### src/rtl/rxf_pkg.sv
// Package: shared widths, configuration select codes and the
// configuration record used by the receive address filter.
package rxf_pkg;
    localparam int REG_W  = 32;
    localparam int NREGS  = 5;
    localparam int SEL_W  = 3;

    // Configuration word select codes (cfg_sel).
    localparam logic [SEL_W-1:0] SEL_DROP   = 3'd0;
    localparam logic [SEL_W-1:0] SEL_DCARE  = 3'd1;
    localparam logic [SEL_W-1:0] SEL_STA_A  = 3'd2;
    localparam logic [SEL_W-1:0] SEL_STA_B  = 3'd3;
    localparam logic [SEL_W-1:0] SEL_MAXLEN = 3'd4;

    typedef struct packed {
        logic [REG_W-1:0] drop_w;
        logic [REG_W-1:0] dcare_w;
        logic [REG_W-1:0] sta_a;
        logic [REG_W-1:0] sta_b;
        logic [REG_W-1:0] maxlen;
    } cfg_t;
endpackage

### src/rtl/rxf_cfg_regs.sv
// Configuration bank: holds the five filter words. One write port
// selects a word by code; reset loads the per-word reset values.
// Assumes a synchronous active-low reset, and that a write and a
// reset never need to coexist (reset wins).
module rxf_cfg_regs
    import rxf_pkg::*;
#(
    parameter logic [REG_W-1:0] DCARE_RST  = 32'h0003_FFFF,
    parameter logic [REG_W-1:0] MAXLEN_RST = 32'h0000_0600
) (
    input  logic             clk,
    input  logic             rst_n,
    input  logic             wr_en,
    input  logic [SEL_W-1:0] sel,
    input  logic [REG_W-1:0] wdata,
    output cfg_t             cfg
);
    logic [REG_W-1:0] words [NREGS];

    // Reset value of word i.
    function automatic logic [REG_W-1:0] rst_val(input int i);
        case (i)
            int'(SEL_DCARE):  return DCARE_RST;
            int'(SEL_MAXLEN): return MAXLEN_RST;
            default:          return '0;
        endcase
    endfunction

    for (genvar i = 0; i < NREGS; i++) begin : g_word
        // Holds word i; reset or a write addressed to code i updates it.
        always_ff @(posedge clk) begin
            if (!rst_n) begin
                words[i] <= rst_val(i);
            end else if (wr_en && (sel == SEL_W'(i))) begin
                words[i] <= wdata;
            end
        end
    end

    // Publish the words as a named record.
    assign cfg.drop_w  = words[int'(SEL_DROP)];
    assign cfg.dcare_w = words[int'(SEL_DCARE)];
    assign cfg.sta_a   = words[int'(SEL_STA_A)];
    assign cfg.sta_b   = words[int'(SEL_STA_B)];
    assign cfg.maxlen  = words[int'(SEL_MAXLEN)];
endmodule

### src/rtl/rxf_classify.sv
// Destination classifier: flags broadcast (all ones), multicast
// (group bit of the first byte, not broadcast) and an exact station
// match. Purely combinational; byte 0 of the frame sits in the top octet.
module rxf_classify #(
    parameter int ADDR_W = 48
) (
    input  logic [ADDR_W-1:0] dest,
    input  logic [ADDR_W-1:0] station,
    output logic              is_bcast,
    output logic              is_mcast,
    output logic              ucast_hit
);
    localparam int NBYTES = ADDR_W / 8;

    logic [NBYTES-1:0] byte_ones;
    logic [NBYTES-1:0] byte_eq;

    for (genvar b = 0; b < NBYTES; b++) begin : g_byte
        assign byte_ones[b] = &dest[b*8 +: 8];
        assign byte_eq[b]   = (dest[b*8 +: 8] == station[b*8 +: 8]);
    end

    // Classify: broadcast first, then the group bit of the first byte.
    always_comb begin
        is_bcast  = &byte_ones;
        is_mcast  = dest[ADDR_W-8] && !is_bcast;
        ucast_hit = &byte_eq;
    end
endmodule

### src/rtl/rxf_decide.sv
// Verdict stage: applies the length limit, then the broadcast or
// multicast don't-care/drop policy or the unicast match, and registers
// the verdict as a one-cycle strobe. Assumes classifier flags are
// consistent with the sampled address in the same cycle.
module rxf_decide #(
    parameter int LEN_W  = 16,
    parameter int BC_BIT = 9,
    parameter int MC_BIT = 8
) (
    input  logic             clk,
    input  logic             rst_n,
    input  logic             in_valid,
    input  logic [LEN_W-1:0] frame_len,
    input  logic [LEN_W-1:0] len_limit,
    input  logic [1:0]       drop_bits,   // {broadcast, multicast}
    input  logic [1:0]       dcare_bits,  // {broadcast, multicast}
    input  logic             is_bcast,
    input  logic             is_mcast,
    input  logic             ucast_hit,
    output logic             out_valid,
    output logic             accept
);
    logic len_ok;
    logic bc_pass;
    logic mc_pass;
    logic verdict;

    // Policy: don't-care overrides drop; length limit overrides all.
    always_comb begin
        len_ok  = (frame_len <= len_limit);
        bc_pass = dcare_bits[1] || !drop_bits[1];
        mc_pass = dcare_bits[0] || !drop_bits[0];
        if (!len_ok)       verdict = 1'b0;
        else if (is_bcast) verdict = bc_pass;
        else if (is_mcast) verdict = mc_pass;
        else               verdict = ucast_hit;
    end

    // Register the strobe and the verdict qualified by it.
    always_ff @(posedge clk) begin
        if (!rst_n) begin
            out_valid <= 1'b0;
            accept    <= 1'b0;
        end else begin
            out_valid <= in_valid;
            accept    <= in_valid && verdict;
        end
    end

    // Bit positions are carried for documentation of the wiring above.
    localparam int BIT_GAP = BC_BIT - MC_BIT;
    if (BIT_GAP == 0) begin : g_bad_bits
        initial $error("broadcast and multicast control bits must differ");
    end
endmodule

### src/rtl/rxf_top.sv
// Receive address filter top: configuration bank, destination
// classifier and registered verdict stage. Assumes one frame
// descriptor per in_valid cycle and synchronous active-low reset.
module rxf_top
    import rxf_pkg::*;
#(
    parameter int               ADDR_W     = 48,
    parameter int               LEN_W      = 16,
    parameter int               BC_BIT     = 9,
    parameter int               MC_BIT     = 8,
    parameter logic [REG_W-1:0] DCARE_RST  = 32'h0003_FFFF,
    parameter logic [REG_W-1:0] MAXLEN_RST = 32'h0000_0600
) (
    input  logic              clk,
    input  logic              rst_n,
    input  logic              cfg_we,
    input  logic [SEL_W-1:0]  cfg_sel,
    input  logic [REG_W-1:0]  cfg_wdata,
    input  logic              in_valid,
    input  logic [ADDR_W-1:0] dest_addr,
    input  logic [LEN_W-1:0]  frame_len,
    output logic              out_valid,
    output logic              accept
);
    localparam int LOW_STA_W = ADDR_W - REG_W;

    cfg_t              cfg;
    logic [REG_W-1:0]  cfg_drop_w;
    logic [REG_W-1:0]  cfg_dcare_w;
    logic [REG_W-1:0]  cfg_maxlen;
    logic [ADDR_W-1:0] station;
    logic              is_bcast;
    logic              is_mcast;
    logic              ucast_hit;
    logic              unused_cfg_bits;

    rxf_cfg_regs #(
        .DCARE_RST (DCARE_RST),
        .MAXLEN_RST(MAXLEN_RST)
    ) u_cfg (
        .clk  (clk),
        .rst_n(rst_n),
        .wr_en(cfg_we),
        .sel  (cfg_sel),
        .wdata(cfg_wdata),
        .cfg  (cfg)
    );

    // Flatten the record and assemble the station address.
    assign cfg_drop_w  = cfg.drop_w;
    assign cfg_dcare_w = cfg.dcare_w;
    assign cfg_maxlen  = cfg.maxlen;
    assign station     = {cfg.sta_a, cfg.sta_b[REG_W-1 -: LOW_STA_W]};
    assign unused_cfg_bits = ^cfg.sta_b[REG_W-LOW_STA_W-1:0];

    rxf_classify #(
        .ADDR_W(ADDR_W)
    ) u_cls (
        .dest     (dest_addr),
        .station  (station),
        .is_bcast (is_bcast),
        .is_mcast (is_mcast),
        .ucast_hit(ucast_hit)
    );

    rxf_decide #(
        .LEN_W (LEN_W),
        .BC_BIT(BC_BIT),
        .MC_BIT(MC_BIT)
    ) u_dec (
        .clk       (clk),
        .rst_n     (rst_n),
        .in_valid  (in_valid),
        .frame_len (frame_len),
        .len_limit (cfg_maxlen[LEN_W-1:0]),
        .drop_bits ({cfg_drop_w[BC_BIT], cfg_drop_w[MC_BIT]}),
        .dcare_bits({cfg_dcare_w[BC_BIT], cfg_dcare_w[MC_BIT]}),
        .is_bcast  (is_bcast),
        .is_mcast  (is_mcast),
        .ucast_hit (ucast_hit),
        .out_valid (out_valid),
        .accept    (accept)
    );
endmodule

### config.mk
export PLATFORM = sky130hd
export DESIGN_NAME = rxf_top
export DESIGN_NICKNAME = d
export VERILOG_FILES = /design/src/rtl/rxf_pkg.sv /design/src/rtl/rxf_cfg_regs.sv /design/src/rtl/rxf_classify.sv /design/src/rtl/rxf_decide.sv /design/src/rtl/rxf_top.sv
export SDC_FILE = /design/constraint.sdc
export NUM_CORES = 1
export LEC_CHECK = 0
export BUFFER_PORTS_ARGS = -buffer_cell sky130_fd_sc_hd__buf_2
export CAP_MARGIN = 5
export CORE_MARGIN = 8
export CORE_UTILIZATION = 56
export CTS_BUF_LIST = sky130_fd_sc_hd__clkbuf_16
export CTS_CLUSTER_DIAMETER = 120
export DETAILED_ROUTE_END_ITERATION = 12
export GPL_ROUTABILITY_DRIVEN = 0
export PLACE_DENSITY = 0.85
export REMOVE_ABC_BUFFERS = 1
export SYNTH_ARGS = -nofsm -noshare
export SYNTH_HDL_FRONTEND = slang
export SYNTH_SLANG_ARGS = --single-unit
### constraint.sdc
create_clock -name clk -period 6.1 [get_ports clk]
set_input_delay 1.22 -clock clk [delete_from_list [all_inputs] [get_ports clk]]
set_output_delay 1.22 -clock clk [all_outputs]
set_load 0.03 [all_outputs]
## After elaboration in Yosys (flattened, before gate mapping)

Memories as Yosys holds them, arrays and structs flattened.
Cells that the tools add are included.
W data, S select, Z words.

| cells by class | value |
|---|---|
| equal/unequal tests | 10 |
| $lt $le $gt $ge | 1 |
| multiplexer cells | 24 |
| reduce and logical (&&, ||, !) cells | 15 |
| bitwise operators | 5 |

Operator list:

| kind | count |
|---|---|
| $mux W32 | 5 |
| $eq A8 B8 Y1 | 6 |
| $reduce_and A48 Y1 | 1 |
| $mux W1 | 19 |
| $le A16 B16 Y1 | 1 |
| $logic_and A1 B1 Y1 | 7 |
| $eq A3 B2 Y1 const B | 2 |
| $reduce_and A6 Y1 | 1 |
| $or A1 B1 Y1 | 5 |
| $eq A3 B1 Y1 const B | 1 |
| $eq A3 B3 Y1 const B | 1 |
| $logic_not A1 Y1 | 3 |
| $logic_not A3 Y1 | 1 |
| $logic_or A1 B1 Y1 | 2 |

| storage, ports and cells | value |
|---|---|
| logic and storage cells | 58 |
| output and inout bits | 2 |
| register bits | 2 |
| memories kept | 1 |
| RAM bits | 160 |
| input bits | 103 |

Memories:

| memory | words | bits a word | rd ports | clocked after Yosys merged registers in | wr ports | RTL line | source |
|---|---|---|---|---|---|---|---|
| u_cfg.words | 5 | 32 | 5 | 0 | 5 | rxf_cfg_regs.sv:18 | `logic [REG_W-1:0] words [NREGS];` |

## Longest topological paths before layout

| depth | value |
|---|---|
| depth in word-level cells | 7 |
| depth in mapped cells | 8 |
| depth with buffers taken out | 8 |

## By module

From an unflattened synthesis, not the netlist that was laid out.

| second synthesis, totals | value |
|---|---|
| cell total of the unflattened synthesis | 514 |
| area total of the unflattened synthesis | 7,205.7 um2 |

By module, submodules not included:

| module | instances | area an instance (um2) | seq. area each (um2) | cells an instance |
|---|---|---|---|---|
| rxf_cfg_regs | 1 | 6,097.1 | 4,804.6 | 368 |
| rxf_classify | 1 | 636.9 | 0.0 | 81 |
| rxf_decide | 1 | 471.7 | 40.0 | 65 |

## Worst setup path after synthesis

No wires, ideal clock.

| path | value |
|---|---|
| path kind | input-to-reg |
| start point | in cfg_sel[2] |
| end point | mem u_cfg.words[2][0], enable pin |
| buffers on the path | 0 |
| library setup time | 0.466 ns |
| slack | 1.924 ns |
| required time | 5.634 ns |
| stages | 2 |
| arrival | 3.711 ns |
| cells stage by stage | nand2b_1 > o21ai_0 |

RTL lines:

| what | RTL line | source |
|---|---|---|
| start, declared | rxf_top.sv:17 | `input logic [SEL_W-1:0] cfg_sel,` |
| end, declared | rxf_cfg_regs.sv:18 |  |

==> results.md <==
* Buffers plus inverters on the worst setup path at 1
* I/O Pins at 105
* Fin. Hold Viols at 0
* CP Max Fanout at 32
* Post-synthesis sequential area ratio at 56.0%
* Data required time of the critical path at around 6.3 ns
* Iter 0 DRT Violations at between 200 and 300
* Met3 Usage GRT at just under 7%
* H-Tree Depth at 3
* Core Area at 0.00639 mm2
* EDFF count, synth at approximately 70
* Register bit total from synthesis at 70
* RSZ-0062 raised after global routing: false
* Post-CTS Resized at 0
* Setup ws final at 3.47 ns
* Mean post-synth cell area at around 12 um2
* Top Usage Layer GRT: met2
* Post-Syn Area at 0.00372 mm2
* Die Width at 97.5 um
* Final instance area at 0.00464 mm2
* Status: finished, final reports clean
* Post-DP HPWL at ~7300 um
* Initial core utilization at 58.2%
* Met1 Use GR at 21.9%
* Die Span Y at 97.5 um
* Synth unique cells at 37
* Most frequent cells in the layout: buf_2, edfxtp_1, and2_1
* CP max-delay cell: nor2_2
* Synth area leaders: edfxtp_1, and2_1, ha_1
* Yosys top cell area share at 54.9%
* Synthesis Warnings at 0
* Vias in the first global route at 3115
* Post-DP Area at 0.00433 mm2
* Critical path cell sequence: buf_2 -> nand2b_1 -> or2_4 -> nor2_2 -> and2_1
* CTS Buf Count at 9
* CTS tree: built
* Clock power frac at 43.2%
* Share of layout cells above drive strength 1 at 30.5%
* Drt drc at 0
* CTS clk-pin slew, worst paths at 0.06 ns
* Net count, final at 540
* CTS sink count at 70
* Met2 Use GR at between 30% and 40%
* PortBufs at 104
* Cells after Synth at 309
* Core Rows at 29
* Initial antenna violation count at 0
* Max Fclk at 0.381 GHz
* Most common flop cell mapped by yosys: edfxtp_1
* Fin crit share at 43.0%
* Drt via density at ~5.6
* Data arrival, critical path at 2.81 ns
* Clk root buf: clkbuf_16
* First-pass GRT wire length at 15000 um
* Congestion Overflow GR at 0
* Area leader, netlist: edfxtp_1
* GRT Util Overall at between 20% and 30%
* DP Cell Count at 487
* Commonest non-fill, non-tap cell in the layout: buf_2
* Tot Pwr at about 0.0013 W
* HP Class: flip-flop to flip-flop
* Fin cells at 503
* Final wirelength at 9450 um
* Routed Antenna Nets at 0
* CP startpoint kind: primary input
* Fraction of registers with async set/reset at 0%
* Cts hold-fix bufs at 0
* Actual slew at the worst max-slew pin at 0.966 ns
* N_diodes at 0
* Setup Crit Path Kind: primary input to flip-flop
* Switching Fraction at 22.1%
* Net Switching at 0.000277 W
* Final Max Tran Viols at 0
* CP max stage delay at 0.74 ns
* P_leak at 1.93 nW
* Area growth, synth to finish at 24.9%
* Cell family with most CP delay: simple AND/OR/NAND/NOR gates
* Worst VDD drop at roughly 0.2 mV
* Vias post-DR at 2840
* Final Skew at ~0.0028 ns
* Gate power share at 11.2%
* CP endpoint kind: flip-flop
* Setup Viol. Count Final at 0
* Max transition margin at 35.5%
* Final Critical Period at 2.63 ns
* Router iterations before antenna repair at 4
* Avg WL per Cell at 18.8 um
* Power Density at 270 mW/mm2
* Max Cap Viol at 0
* DIE AREA at between 0.009 and 0.01 mm2
* Setup TNS at 0 ns
* Internal Power at 0.000978 W
* Largest net degree at the start of global routing at 33
* Clock Tree Buf Depth at 2
* Worst-Skew Late Latency at 0.33 ns
* Worst slack at placement at roughly 3.1 ns
* Seq pwr share at 45.6%
* Total setup buffers inserted after CTS at 0
## cell type report
cell class | count | area [um2]
sequential | 70 | 2080
clock buffer | 9 | 225
fill | 422 | 1740
tap | 77 | 96.3
inverter | 26 | 97.6
clock inverter | 7 | 88.8
multi-input combinational | 208 | 1520
timing repair buffer | 106 | 536
## tightest hold or removal path, stage by stage, from the launching register on
cell and delay, ns:
edfxtp_1 0.32, nand2b_1 0.06, o21ai_1 0.14, nor3b_2 0.05
## synth_stat cells (2+ instances only)
cell / number
ha_1: 16
nand3_1: 5
nand2b_1: 6
nor4_1: 10
nor2_2: 2
xnor2_1: 20
nor4b_1: 2
dfxtp_1: 2
nand4_1: 23
xor2_1: 19
o31ai_1: 2
inv_2: 2
buf_2: 4
or3_1: 4
nand2_1: 3
nor2_1: 4
edfxtp_1: 68
o21ai_0: 4
a21oi_1: 7
a22o_1: 2
inv_1: 24
o22ai_1: 2
o2bb2ai_1: 2
and2_1: 63
## cells by family after synthesis
group	share of synthesized area (%)
AND/OR/NAND/NOR	21.1
adder cells (fa/ha/maj)	5.38
buffers and inverters	3.26
XOR/XNOR	9.19
AO/OA/AOI/OAI	5.08
flip-flops	56.0
## state kept, by name, summed over array words and instances (netlist names)
register and cells:
u_cfg.words 68, u_dec.accept 1, u_dec.out_valid 1
## layer usage
layer / part of all wire [%] / vias up
met5: 0.34 / -
met4: 2.0 / 2
met3: 9.1 / 20
met2: 50 / 142
met1: 38 / 1333
li1: - / 1343
## final timing paths
kind | start | to | slack [ns] | cells past startpoint
worst max-delay path | cfg_sel[2] | u_cfg.words[2][0] | 3.47 | 5
worst min-delay path | u_cfg.words[0][9] | u_dec.accept | 0.62 | 3
worst max register to register | u_cfg.words[2][20] | u_dec.accept | 4.35 | 6
worst min register to register | u_cfg.words[0][9] | u_dec.accept | 0.62 | 3
## stage by stage
stage,hold WS (ns),utilization (%)
floorplan,0.581,-
global placement,0.610,67.8
detailed placement,0.618,67.8
CTS,0.624,72.7
global route,0.668,72.7
finish,0.622,72.7
## power by group through the flow
| stage | Clock [W] | Combinational [W] | Sequential, W |
|---|---|---|---|
| floorplan | 0 | 0.0000688 | 0.000580 |
| global placement | 0 | 0.000134 | 0.000581 |
| detailed placement | 0 | 0.000138 | 0.000583 |
| CTS | 0.000545 | 0.000140 | 0.000573 |
| global route | 0.000566 | 0.000155 | 0.000576 |
| finish | 0.000542 | 0.000140 | 0.000573 |
(Power assumes the default switching activity.)
